<file path="src/rtl/lfsr_pkg.sv">
// Package: shared definitions for the programmable Galois LFSR.
// Assumes: nothing beyond IEEE 1800-2017.
package lfsr_pkg;

    // Feedback sense of the register.
    typedef enum logic {
        FB_XOR  = 1'b0,
        FB_XNOR = 1'b1
    } fb_sense_e;

endpackage

</file>
<file path="src/rtl/lfsr_next_state.sv">
// Module: lfsr_next_state
// Computes the Galois next state from the present state, the coefficient
// vector g[W-1:1] and the feedback sense. Purely combinational.
// Assumes: W >= 2; the end coefficients are implicitly 1.
module lfsr_next_state
    import lfsr_pkg::*;
#(
    parameter int W = 8
) (
    input  logic [W-1:0] cur_i,
    input  logic [W-1:1] taps_i,
    input  fb_sense_e    sense_i,
    output logic [W-1:0] nxt_o
);

    localparam int TOP = W - 1;

    logic fb_bit;
    assign fb_bit = cur_i[TOP];

    // Stage 0 always takes the top stage.
    assign nxt_o[0] = fb_bit;

    // Stages 1..W-1: plain shift, or a shift mixed with feedback.
    for (genvar gi = 1; gi < W; gi++) begin : g_stage
        logic mixed;
        assign mixed = (sense_i == FB_XNOR) ? ~(cur_i[gi-1] ^ fb_bit)
                                            :  (cur_i[gi-1] ^ fb_bit);
        assign nxt_o[gi] = taps_i[gi] ? mixed : cur_i[gi-1];
    end

endmodule

</file>
<file path="src/rtl/lfsr_coef_reg.sv">
// Module: lfsr_coef_reg
// Holds the runtime feedback coefficients g[W-1:1]. A load takes effect on
// the clock edge that samples it.
// Assumes: synchronous active-low reset to RST_VAL.
module lfsr_coef_reg #(
    parameter int           W       = 8,
    parameter logic [W-1:1] RST_VAL = '1
) (
    input  logic         clk,
    input  logic         rst_n,
    input  logic         load_i,
    input  logic [W-1:1] din_i,
    output logic [W-1:1] taps_o
);

    logic [W-1:1] taps_q;

    // Capture the coefficient vector on a load strobe.
    always_ff @(posedge clk) begin
        if (!rst_n) begin
            taps_q <= RST_VAL;
        end else if (load_i) begin
            taps_q <= din_i;
        end
    end

    assign taps_o = taps_q;

    AST_COEF_TAKES: assert property (@(posedge clk) disable iff (!rst_n)
        load_i |=> (taps_q == $past(din_i)));
    AST_COEF_STEADY: assert property (@(posedge clk) disable iff (!rst_n)
        !load_i |=> $stable(taps_q));

endmodule

</file>
<file path="src/rtl/lfsr_period_mon.sv">
// Module: lfsr_period_mon
// Remembers the last loaded seed and raises a one-cycle flag for the cycle
// after an enabled step whose result equals that seed.
// Assumes: step_i is already suppressed by the caller during seed loads.
module lfsr_period_mon #(
    parameter int W = 8
) (
    input  logic         clk,
    input  logic         rst_n,
    input  logic [W-1:0] rst_seed_i,
    input  logic         seed_ld_i,
    input  logic [W-1:0] seed_i,
    input  logic         step_i,
    input  logic [W-1:0] nxt_i,
    input  logic [W-1:0] cur_i,
    output logic         done_o
);

    logic [W-1:0] seed_q;
    logic         done_q;

    // Track the seed of the current run.
    always_ff @(posedge clk) begin
        if (!rst_n) begin
            seed_q <= rst_seed_i;
        end else if (seed_ld_i) begin
            seed_q <= seed_i;
        end
    end

    // Flag a step that lands back on the seed.
    always_ff @(posedge clk) begin
        if (!rst_n) begin
            done_q <= 1'b0;
        end else begin
            done_q <= step_i && !seed_ld_i && (nxt_i == seed_q);
        end
    end

    assign done_o = done_q;

    AST_DONE_AT_SEED: assert property (@(posedge clk) disable iff (!rst_n)
        done_q |-> (cur_i == seed_q));
    AST_NO_DONE_ON_LOAD: assert property (@(posedge clk) disable iff (!rst_n)
        seed_ld_i |=> !done_q);

endmodule

</file>
<file path="src/rtl/galois_lfsr_gen.sv">
// Module: galois_lfsr_gen (top)
// Programmable N-bit Galois LFSR: runtime coefficients, XOR/XNOR sense,
// seed load with priority over stepping, lock-up and period-complete flags.
// Assumes: WIDTH >= 2; synchronous active-low reset; COEF_RESET bit i is g_i.
module galois_lfsr_gen
    import lfsr_pkg::*;
#(
    parameter int               WIDTH      = 8,
    parameter logic [WIDTH-1:1] COEF_RESET = 'h38
) (
    input  logic             clk,
    input  logic             rst_n,
    input  logic             step_en,
    input  logic             seed_ld,
    input  logic [WIDTH-1:0] seed_val,
    input  logic             coef_ld,
    input  logic [WIDTH-1:1] coef_val,
    input  logic             mode_xnor,
    output logic [WIDTH-1:0] state,
    output logic             period_done,
    output logic             lock_up
);

    localparam logic [WIDTH-1:0] ALL_ONES  = {WIDTH{1'b1}};
    localparam logic [WIDTH-1:0] ALL_ZEROS = {WIDTH{1'b0}};

    fb_sense_e        sense;
    logic [WIDTH-1:0] state_q;
    logic [WIDTH-1:0] nxt;
    logic [WIDTH-1:1] taps;
    logic [WIDTH-1:0] rst_pattern;
    logic [WIDTH-1:0] bad_pattern;
    logic             step_go;

    assign sense       = mode_xnor ? FB_XNOR : FB_XOR;
    assign rst_pattern = mode_xnor ? ALL_ZEROS : ALL_ONES;
    assign bad_pattern = mode_xnor ? ALL_ONES  : ALL_ZEROS;
    assign step_go     = step_en && !seed_ld;

    lfsr_coef_reg #(
        .W       (WIDTH),
        .RST_VAL (COEF_RESET)
    ) u_coef (
        .clk    (clk),
        .rst_n  (rst_n),
        .load_i (coef_ld),
        .din_i  (coef_val),
        .taps_o (taps)
    );

    lfsr_next_state #(
        .W (WIDTH)
    ) u_next (
        .cur_i   (state_q),
        .taps_i  (taps),
        .sense_i (sense),
        .nxt_o   (nxt)
    );

    // State register: reset, then seed load, then step, else hold.
    always_ff @(posedge clk) begin
        if (!rst_n) begin
            state_q <= rst_pattern;
        end else if (seed_ld) begin
            state_q <= seed_val;
        end else if (step_en) begin
            state_q <= nxt;
        end
    end

    lfsr_period_mon #(
        .W (WIDTH)
    ) u_period (
        .clk        (clk),
        .rst_n      (rst_n),
        .rst_seed_i (rst_pattern),
        .seed_ld_i  (seed_ld),
        .seed_i     (seed_val),
        .step_i     (step_go),
        .nxt_i      (nxt),
        .cur_i      (state_q),
        .done_o     (period_done)
    );

    assign state   = state_q;
    assign lock_up = (state_q == bad_pattern);

    AST_IDLE_HOLD: assert property (@(posedge clk) disable iff (!rst_n)
        (!step_en && !seed_ld) |=> $stable(state_q));
    AST_SEED_TAKES: assert property (@(posedge clk) disable iff (!rst_n)
        seed_ld |=> (state_q == $past(seed_val)));
    AST_LOCK_STICKS: assert property (@(posedge clk) disable iff (!rst_n)
        (lock_up && step_en && !seed_ld) |=> $stable(state_q));

endmodule

</file>
<file path="config.mk">
export PLATFORM = sky130hd
export DESIGN_NAME = galois_lfsr_gen
export DESIGN_NICKNAME = d
export VERILOG_FILES = /design/src/rtl/lfsr_pkg.sv /design/src/rtl/lfsr_next_state.sv /design/src/rtl/lfsr_coef_reg.sv /design/src/rtl/lfsr_period_mon.sv /design/src/rtl/galois_lfsr_gen.sv
export SDC_FILE = /design/constraint.sdc
export NUM_CORES = 1
export LEC_CHECK = 0
export ABC_AREA = 0
export BUFFER_PORTS_ARGS = -buffer_cell sky130_fd_sc_hd__buf_2
export CORE_MARGIN = 2
export CORE_UTILIZATION = 57
export DETAILED_ROUTE_END_ITERATION = 10
export GPL_ROUTABILITY_DRIVEN = 1
export HOLD_SLACK_MARGIN = 0.05
export PLACE_DENSITY = 0.86
export SYNTH_ARGS = -nofsm -noshare
export SYNTH_HDL_FRONTEND = slang
export SYNTH_SLANG_ARGS = --single-unit
</file>
<file path="constraint.sdc">
create_clock -name clk -period 4.6 [get_ports clk]
set_input_delay 0.92 -clock clk [delete_from_list [all_inputs] [get_ports clk]]
set_output_delay 0.92 -clock clk [all_outputs]
set_load 0.02 [all_outputs]
</file>
======== Yosys cells after proc, flatten, opt, wreduce, memory -nomap -nowiden ========
Cells that the tools add are included.
operators by class
  add/sub/neg operators ................... 0
  multipliers ............................. 0
  divide/modulo/power cells ............... 0
  magnitude comparators ................... 0
  equality and inequality tests ........... 4
  shift-type cells ........................ 0
  mux-type cells .......................... 22
  bitwise operators ....................... 14
  reduce and logical (&&, ||, !) cells .... 4
operators by type and width
  cell                count
  $mux 8              7
  $eq 8x8->1          2
  $mux 1              15
  $not 1->1           7
  $xor 1x1->1         7
  $logic_and 1x1->1   3
  $ne 3x1->1 const B  1
  $ne 2x1->1 const B  1
  $logic_not 1->1     1
word-level totals
  bits in registers ....................... 24
  bits in latches ......................... 0
  RAM bits ................................ 0
  ROM bits ................................ 0
  input bits .............................. 21
  output and inout port bits .............. 10
  word-level logic and storage cells ...... 48
  memories kept ........................... 0

======== Longest topological paths before layout ========
Gate-level depths: netlist of run 1.
  depth in word-level cells ............... 7
  depth in mapped cells ................... 5
  mapped depth without buffers ............ 5

======== Hierarchy ========
A second synthesis of run 1 with hierarchy kept.
second synthesis, totals
  cell total of the unflattened synthesis .. 108
  area total of the unflattened synthesis .. 1277.5 um2
by module, submodules not included
  module           instances  cells an instance  area an instance (um2)  sequential area each (um2)
  lfsr_period_mon  1          31                 457.9                   260.2
  galois_lfsr_gen  1          39                 450.4                   240.2
  lfsr_coef_reg    1          22                 257.7                   140.1
  lfsr_next_state  1          16                 111.4                   0.0

======== Worst setup path after synthesis of run 1 ========
No wires, ideal clock.
  kind .................................... input -> output
  from .................................... in mode_xnor
  to ...................................... out lock_up
  arrival time ............................ 1545 ps
  data required time ...................... 3680 ps
  slack ................................... 2135 ps
  stages on the path ...................... 2
  path buffers ............................ 0
  cell sequence ........................... nand3_1 > o31ai_1
on the way
  word-level cells in the longest chain between the ends .. 2
RTL lines
  what                RTL line               text
  start: declaration  galois_lfsr_gen.sv:18  input logic mode_xnor,
  $mux 8              galois_lfsr_gen.sv:37  assign bad_pattern = mode_xnor ? ALL_ONES : ALL_ZEROS;
  $eq 8x8->1          galois_lfsr_gen.sv:86  assign lock_up = (state_q == bad_pattern);
  end: declaration    galois_lfsr_gen.sv:21  output logic lock_up
Every way passes these cells.

======== Final worst setup path of run 1 ========
Ends and elaborated chain as after synthesis.

==> flow_metrics.tcl, run 1 <==
set metrics [dict create \
    coreArea_um2 2233 \
    synth_seq_cells 24 \
    io-pin-count 31 \
    antenna_found_initial 0 \
    reg2reg_slack_ns 2.50 \
    ff_latch_area_um2 640.6 \
    ant_nets 0 \
    cts_max_level 1 \
    syn-mean-instance-area_um2 11.22 \
    met3_length_um 155 \
    cts_setup_buffers 0 \
    yosys_warnings 0 \
    die_w_um 52.80 \
    p_int_mw 0.3475 \
    hold_class "flop to flop" \
    layout_common_cells "buf_2, nand2_1, edfxtp_1" \
    post-route-period-util_pct 55.75 \
    worst-path-max-fanout 5 \
    syn_inst 121 \
    reg2reg_depth 5 \
    power_frac_clock_pct 19.0 \
    post_cts_resized 0 \
    firstDrtPassIters 4 \
    clkSinkCount 24 \
    diodes 0 \
    min_delay_path_depth 2 \
    ctsHoldBuffers 0 \
    gp_congestion 0.8502 \
    overflow 0 \
    yosysUniqueCellTypes 30 \
    reg2reg_to "u_period.done_o" \
    tightest_slew_ns 0.9967 \
    ir_worst_vdd_mv 0.3159 \
    die_y_um 52.80 \
    clock_skew_ns 0.005572 \
    fin_setup_tns_ns 0 \
    crit_arrival_ns 1.64 \
    syn_area_um2 1358 \
    maxCapViolations 0 \
    seqPwrFrac_pct 54.9 \
    critPathLaunchType "primary input" \
    drv_slew 0 \
    track_usage_pct 22.93 \
    crit_required_ns 3.68 \
    grt_pass1_wl_mm 4.540 \
    initial_core_util_pct 60.78 \
    p_total_mw 0.5064 \
    p_comb_share_pct 26.1 \
    vias 1003 \
    critPathKind "primary input to output pin" \
    rsz0062_at_grt "no" \
    switchingPower_mw 0.1589 \
    clock_latency_ns 0.31 \
    avgViaCountPerCell 5.667 \
    cts.root.buffer_cell "clkbuf_4" \
    p_sw_share_pct 31.38 \
    worstSetupStartpoint "mode_xnor" \
    mostFrequentLayoutCell "buf_2" \
    cts-buffers-inserted 3 \
    p_leak_nw 0.7168 \
    ys_seq_area_share_pct 47.19 \
    dpl_worst_slack_ns 1.987 \
    syn_nets 142 \
    setup_viol_count_final 0 \
    first_iter_violations 36 \
    routed-wl-met2_mm 1.409 \
    drc 0 \
    worstSetupEndpointType "output pin" \
    dp_hpwl_mm 2.035 \
    status "finished clean" \
    yosysTopAreaCellShare_pct 35.39 \
    die_area_um2 2788 \
    top_layer "met4" \
    cts_tree "built" \
    clk_pin_slew_worst_paths_ns 0.12 \
    route.layer.met1.wl_mm 1.218 \
    nets 171 \
    power_density_nw_per_um2 327.5 \
    grt_max_degree 26 \
    clock_path_buffers 2 \
    crit_path_end "lock_up" \
    fp-row-count 17 \
    hold_viol 0 \
    n_fill_cell 179 \
    multi_input_area_um2 690.7 \
    synth_top_cell_by_area "edfxtp_1" \
    fin_crit_ns 2.565 \
    syn2layout_area_growth_pct 13.92 \
    drive_gt1_share_pct 28.19 \
    worstReg2RegStart "state[7]" \
    grt_pass1_vias 1016 \
    io_buffers 30 \
    wirelength_mm 2.808 \
    wl_per_cell_um 15.86 \
    fmax_mhz 389.9 \
    synthTopCellsByArea "edfxtp_1, dfxtp_1, a21o_1, xor2_1, mux2i_1" \
    slew_headroom_pct 33.31 \
    worst_slack_ns 2.035 \
]
[metal layers]
layer | vias up | GRT usage (%)
met4 | 0 | 6.838
met2 | 34 | 40.42
met5 | - | 0
met1 | 475 | 28.25
li1 | 490 | -
met3 | 4 | 4.286
[worst max-delay path: stages]
cell and delay, ns:
buf_2 0.15, nand3_1 0.09, o31ai_1 0.26, buf_2 0.22
[sequential cells by signal, summed over array words and instances (netlist names)]
name / cells
state: 8
u_period.seed_q: 8
u_coef.taps_o: 7
u_period.done_o: 1
[power by group through the flow]
stage,Sequential (mW),Combinational [mW],Clock [mW]
finish,0.278,0.132,0.0963
global route,0.281,0.145,0.104
CTS,0.278,0.132,0.0982
detailed placement,0.283,0.131,0
global placement,0.281,0.127,0
floorplan,0.286,0.0890,0
[kinds of logic (layout without fill, tap and decap cells)]
logic type                after synthesis  count (layout)  synth area share [%]
and+or+nand+nor                        33              33                 11.43
AOI/OAI and AO/OA                      31              31                 19.08
DFF                                    24              24                 47.19
xor gates and xnor gates               17              17                 13.73
muxes                                   9               9                 6.636
buffers and inverters                   7              35                 1.935
[how the worst min path moves through the flow]
stage	from	to	slack, ns
CTS	u_coef.taps_o[6]	u_coef.taps_o[6]	0.51
global route	u_coef.taps_o[4]	u_coef.taps_o[4]	0.54
finish	u_coef.taps_o[6]	u_coef.taps_o[6]	0.51
detailed placement	u_coef.taps_o[6]	u_coef.taps_o[6]	0.47
global placement	u_coef.taps_o[6]	u_coef.taps_o[6]	0.46
floorplan	u_coef.taps_o[4]	u_coef.taps_o[4]	0.44
[synth_stat cells]
cell and n:
nand4_1 2, a21o_1 15, clkbuf_1 6, xor2_1 11
o21ai_0 7, nand2b_1 1, a21oi_1 1, xor2_2 1
o31ai_1 1, a21oi_2 1, or2_2 1, nor2_1 3
nor3_1 1, o211ai_2 1, o311a_1 1, inv_1 1
xor3_1 2, xnor2_1 3, a32oi_2 1, o2111ai_1 1
nand2_1 16, dfxtp_1 8, a2111oi_4 1, nand2_2 2
o221ai_2 1, nand3_1 2, edfxtp_1 16, nor2b_1 4
nor4_1 1, mux2i_1 9
[layout make-up]
class	instances	share of cell area [%]
well taps	28	2.265
multi-input cells	90	44.66
inverters	1	0.2427
clock buffers	4	1.699
repair buffers	30	9.709
flip-flops and latches	24	41.42
[metrics by stage]
stage | std cells | area, um^2 | util (%) | hold WS [ns]
3_5_place_dp | 173 | 1520 | 68.07 | 0.4703
4_1_cts | 177 | 1546 | 69.24 | 0.5079
2_1_floorplan | 121 | 1358 | - | 0.4414
3_3_place_gp | 173 | 1520 | 68.07 | 0.4606
5_1_grt | 177 | 1546 | 69.24 | 0.5387
6_report | 177 | 1546 | 69.24 | 0.5063
No activity file was read; power rests on OpenSTA's default activity.
==> run 2, diff against run 1 <==
CORE_UTILIZATION = 53   (was 57)
PLACE_DENSITY = 0.81   (was 0.86)
clock period = 2.4 ns   (was 4.6 ns; I/O delays follow)
==> flow_metrics.tcl, run 2 (same netlist as run 1, synthesis figures left out) <==
set metrics [dict create \
    status "finished clean" \
    cts_setup_buffers 0 \
    diodes 0 \
    io-pin-count 31 \
    min_delay_path_depth 3 \
    die_w_um 54.61 \
    syn2layout_area_growth_pct 15.94 \
    drive_gt1_share_pct 29.80 \
    fin_crit_ns 2.177 \
    tightest_slew_ns 1.008 \
    cp_top_family "flip-flops" \
    ant_nets 0 \
    met3_length_um 168 \
    io_buffers 30 \
    route.layer.met1.wl_mm 1.352 \
    hold_class "primary input to flop" \
    cts.root.buffer_cell "clkbuf_4" \
    worstSetupEndpointType "output pin" \
    slew_headroom_pct 32.57 \
    worst-path-max-fanout 7 \
    die_area_um2 2982 \
    gp_congestion 0.9020 \
    top_layer "met4" \
    mostFrequentLayoutCell "buf_2" \
    overflow 0 \
    critPathKind "flop to output pin" \
    wl_per_cell_um 16.35 \
    clock_path_buffers 2 \
    crit_required_ns 1.92 \
    drc 0 \
    clkSinkCount 24 \
    avgViaCountPerCell 5.702 \
    rsz0062_at_grt "no" \
    dp_hpwl_mm 2.202 \
    ir_worst_vdd_mv 0.5552 \
    fmax_mhz 459.2 \
    crit_arrival_ns 1.70 \
    die_y_um 54.61 \
    setup_viol_count_final 0 \
    vias 1032 \
    grt_max_degree 17 \
    crit_chain "nor4_1, nand3_1, o31ai_1, buf_2" \
    routed-wl-met2_mm 1.397 \
    fp-row-count 18 \
    cts-buffers-inserted 3 \
    cpMaxStageDelayCell "edfxtp_1" \
    post_cts_resized 0 \
    hold_path_end "u_coef.taps_o[4]" \
    ctsHoldBuffers 0 \
    clock_latency_ns 0.32 \
    grt_pass1_vias 1014 \
    cts_tree "built" \
    clk_pin_slew_worst_paths_ns 0.13 \
    slowest_delay_ns 0.54 \
    reg2reg_depth 5 \
    layout_common_cells "buf_2, nand2_1, edfxtp_1" \
    power_density_nw_per_um2 641.1 \
    critPathLaunchType "flop" \
    worstReg2RegStart "state[7]" \
    firstDrtPassIters 4 \
    reg2reg_to "u_period.done_o" \
    first_iter_violations 35 \
    crit_cells 4 \
    maxCapViolations 0 \
    cts_max_level 1 \
    reg2reg_slack_ns 0.33 \
    coreArea_um2 2455 \
    track_usage_pct 22.85 \
    initial_core_util_pct 55.30 \
    grt_pass1_wl_mm 4.781 \
    post-route-period-util_pct 90.73 \
    critPathBufInv 1 \
    nets 173 \
    post-route-util_pct 64.12 \
    p_leak_nw 0.7321 \
    clock_skew_ns 0.001662 \
    fin_setup_tns_ns 0 \
    wirelength_mm 2.959 \
    drv_slew 0 \
    hold_start "coef_val[4]" \
    hold_viol 0 \
    antenna_found_initial 0 \
]
-- run 2: power by group --
group | internal (mW) | leakage [nW] | switching [mW]
registers | 0.487 | 0.234 | 0.0477
clock network | 0.0927 | 0.0210 | 0.125
logic | 0.117 | 0.477 | 0.140
-- run 2: metal layers --
layer,global-route usage [%],vias up
li1,-,496
met1,30.60,492
met2,36.51,38
met3,6.284,6
met4,5.833,0
met5,0,-
-- run 2: worst register-to-register path: cells and delay by family (launching register included) --
kind / cells / cell delay [ns]
compound gates: 2 / 0.50
xor+xnor: 2 / 0.79
flops: 1 / 0.53
simple gates: 1 / 0.17
-- run 2: area by class of cell --
class | count | area, um^2
clock buffer | 4 | 36.28
tap | 30 | 37.54
fill | 207 | 880.8
multi-input combinational | 90 | 690.7
sequential | 24 | 640.6
inverter | 1 | 3.754
timing repair buffer | 32 | 165.2
-- run 2: worst max path at each step --
stage	start	endpoint	slack (ns)
2_1_floorplan	state[7]	u_period.done_o	0.44
3_3_place_gp	mode_xnor	u_period.done_o	0.36
3_5_place_dp	mode_xnor	u_period.done_o	0.27
4_1_cts	state[4]	lock_up	0.23
5_1_grt	state[4]	lock_up	0.17
6_report	state[4]	lock_up	0.22
-- run 2: through the flow --
step / instances / hold slack (ns) / total power [mW] / area (um^2) / setup WS (ns)
global placement: 177 / 0.4803 / 0.7864 / 1538 / 0.3626
CTS: 181 / 0.3814 / 1.009 / 1574 / 0.2326
floorplan: 121 / 0.4414 / 0.7188 / 1358 / 0.4442
finish: 181 / 0.3824 / 1.009 / 1574 / 0.2225
global route: 181 / 0.3832 / 1.056 / 1574 / 0.1686
detailed placement: 177 / 0.4970 / 0.7977 / 1538 / 0.2671
==> run 3, diff against run 2 <==
ABC_AREA = 1   (was 0)
CORE_UTILIZATION = 52   (was 53)
PLACE_DENSITY = 0.8   (was 0.81)
==> flow_metrics.tcl, run 3 <==
set metrics [dict create \
    syn-mean-instance-area_um2 7.423 \
    grt_pass1_vias 1074 \
    maxCapViolations 0 \
    cpMaxStageDelayCell "edfxtp_1" \
    drv_slew 0 \
    post_cts_resized 0 \
    cts-buffers-inserted 3 \
    tightest_slew_ns 0.4936 \
    initial_core_util_pct 54.13 \
    slowest_delay_ns 0.52 \
    firstDrtPassIters 4 \
    diodes 0 \
    yosysMostFrequentCell "nand2_1" \
    gp_congestion 0.8459 \
    die_y_um 54.55 \
    final_area_um2 1533 \
    synth_enable_flop_cells 16 \
    clock_skew_ns 0.002548 \
    syn_inst 179 \
    crit_arrival_ns 1.61 \
    critPathLaunchType "flop" \
    status "finished clean" \
    synth_top_cell_by_area "edfxtp_1" \
    hold_class "primary input to flop" \
    track_usage_pct 20.37 \
    layout_common_cells "nand2_1, buf_2, nand3_1" \
    wirelength_mm 2.846 \
    nets 229 \
    cts_max_level 1 \
    die_w_um 54.55 \
    clock_path_buffers 2 \
    yosysUniqueCellTypes 22 \
    yosys_most_used_dff "edfxtp_1" \
    worstSetupEndpointType "output pin" \
    cts_setup_buffers 0 \
    fin_crit_ns 2.089 \
    cts_tree "built" \
    fp-row-count 18 \
    syn2layout_area_growth_pct 15.35 \
    power_density_nw_per_um2 676.3 \
    io-pin-count 31 \
    yosysTopAreaCellShare_pct 36.16 \
    syn_area_um2 1329 \
    ant_nets 0 \
    async_reset_ff_share_pct 0 \
    avgViaCountPerCell 5.181 \
    vias 1228 \
    fmax_mhz 478.8 \
    clock_latency_ns 0.32 \
    worst-path-max-fanout 15 \
    post-route-util_pct 62.44 \
    ys_top_cells_by_count "nand2_1, nand3_1, edfxtp_1, inv_1, nor2_1" \
    fin_hold_ws_ns 0.3645 \
    cts.root.buffer_cell "clkbuf_4" \
    fin_setup_tns_ns 0 \
    drc 0 \
    ir_worst_vdd_mv 0.5111 \
    critPathKind "flop to output pin" \
    ctsHoldBuffers 0 \
    rsz0062_at_grt "no" \
    clk_pin_slew_worst_paths_ns 0.13 \
    die_area_um2 2976 \
    io_buffers 30 \
    setup_viol_count_final 0 \
    yosys_warnings 0 \
    grt_max_degree 17 \
    synth_seq_cells 24 \
    mostFrequentLayoutCell "nand2_1" \
    dp_hpwl_mm 2.160 \
    crit_chain "inv_2, nand2_2, o31ai_1, buf_2" \
    slew_headroom_pct 67.01 \
    grt_pass1_wl_mm 4.271 \
    synthTopCellsByArea "edfxtp_1, nand2_1, dfxtp_1, nand3_1, o21ai_0" \
    ys_seq_area_share_pct 48.21 \
    hold_viol 0 \
    antenna_found_initial 0 \
    coreArea_um2 2455 \
    overflow 0 \
    n_fill_cell 227 \
    clkSinkCount 24 \
    crit_required_ns 1.92 \
    p_total_mw 1.037 \
    first_iter_violations 33 \
    post-route-period-util_pct 87.03 \
    drive_gt1_share_pct 19.32 \
    wl_per_cell_um 12.01 \
    p_leak_nw 0.8067 \
    place_area_um2 1480 \
    syn_nets 200 \
]
==> run 3: changes by cell type in the layout (fill, tap and decap cells not counted), sizes merged, moves of 5 or more <==
cell / before / now
nand2: 18 / 68
xor2: 12 / 1
nand3: 2 / 18
nor2: 3 / 14
nand4: 2 / 9
mux2i: 9 / 0
a21o: 15 / 0
inv: 1 / 18
o21ai: 7 / 12
==> run 3: stage by stage <==
step                      cells  setup WS, ns
final                       237        0.3113
after global routing        237        0.2067
after CTS                   237        0.3280
after detailed placement    233        0.5933
after global placement      233        0.6250
after floorplan             179        0.4657
==> run 3: metal layers <==
metal  global-route usage (%)  up-vias  wire (um)
li1                         -      642          -
met1                    23.96      538       1283
met2                    35.54       44       1338
met3                    6.284        4        185
met4                    5.833        0         38
met5                        0        -          0
==> run 3: cell type report <==
cell class              count  area (um^2)  area share, %
inverters                  18        67.56          4.408
clock inverters             1        30.03          1.959
well taps                  30        37.54          2.449
flip-flops and latches     24        640.6          41.80
repair buffers             31        157.7          10.29
multi-input cells         130        576.8          37.63
clock buffers               3        22.52          1.469
==> run 3: kinds of logic (layout without fill, tap and decap cells) <==
family                 count (synthesis)  count (layout)  synth area share, %
AO/OA/AOI/OAI                         15              15                5.838
flip-flops                            24              24                48.21
AND/OR/NAND/NOR                      114             114                36.91
XOR/XNOR                               1               1               0.6593
buffers and inverters                 25              53                8.381
==> run 3: path summary, 6_finish.rpt <==
| path | start | end | slack (ns) | depth (start not counted) |
|---|---|---|---|---|
| max | state[7] | lock_up | 0.31 | 4 |
| min | coef_val[6] | u_coef.taps_o[6] | 0.36 | 3 |
| max reg2reg | state[7] | state[2] | 0.73 | 6 |
| min reg2reg | u_coef.taps_o[4] | u_coef.taps_o[4] | 0.51 | 2 |
==> run 3: worst max-delay path: cells and delay by family (launching register included) <==
family,cells,cell delay (ns)
AND/OR/NAND/NOR,1,0.16
AO/OA/AOI/OAI,1,0.29
buffers and inverters,2,0.31
flip-flops,1,0.52
==> run 3: where the power goes <==
group | internal [mW] | leakage [nW] | switching (mW)
Sequential | 0.488 | 0.233 | 0.0303
Clock | 0.169 | 0.0279 | 0.127
Combinational | 0.0780 | 0.546 | 0.144
Total | 0.735 | 0.807 | 0.302
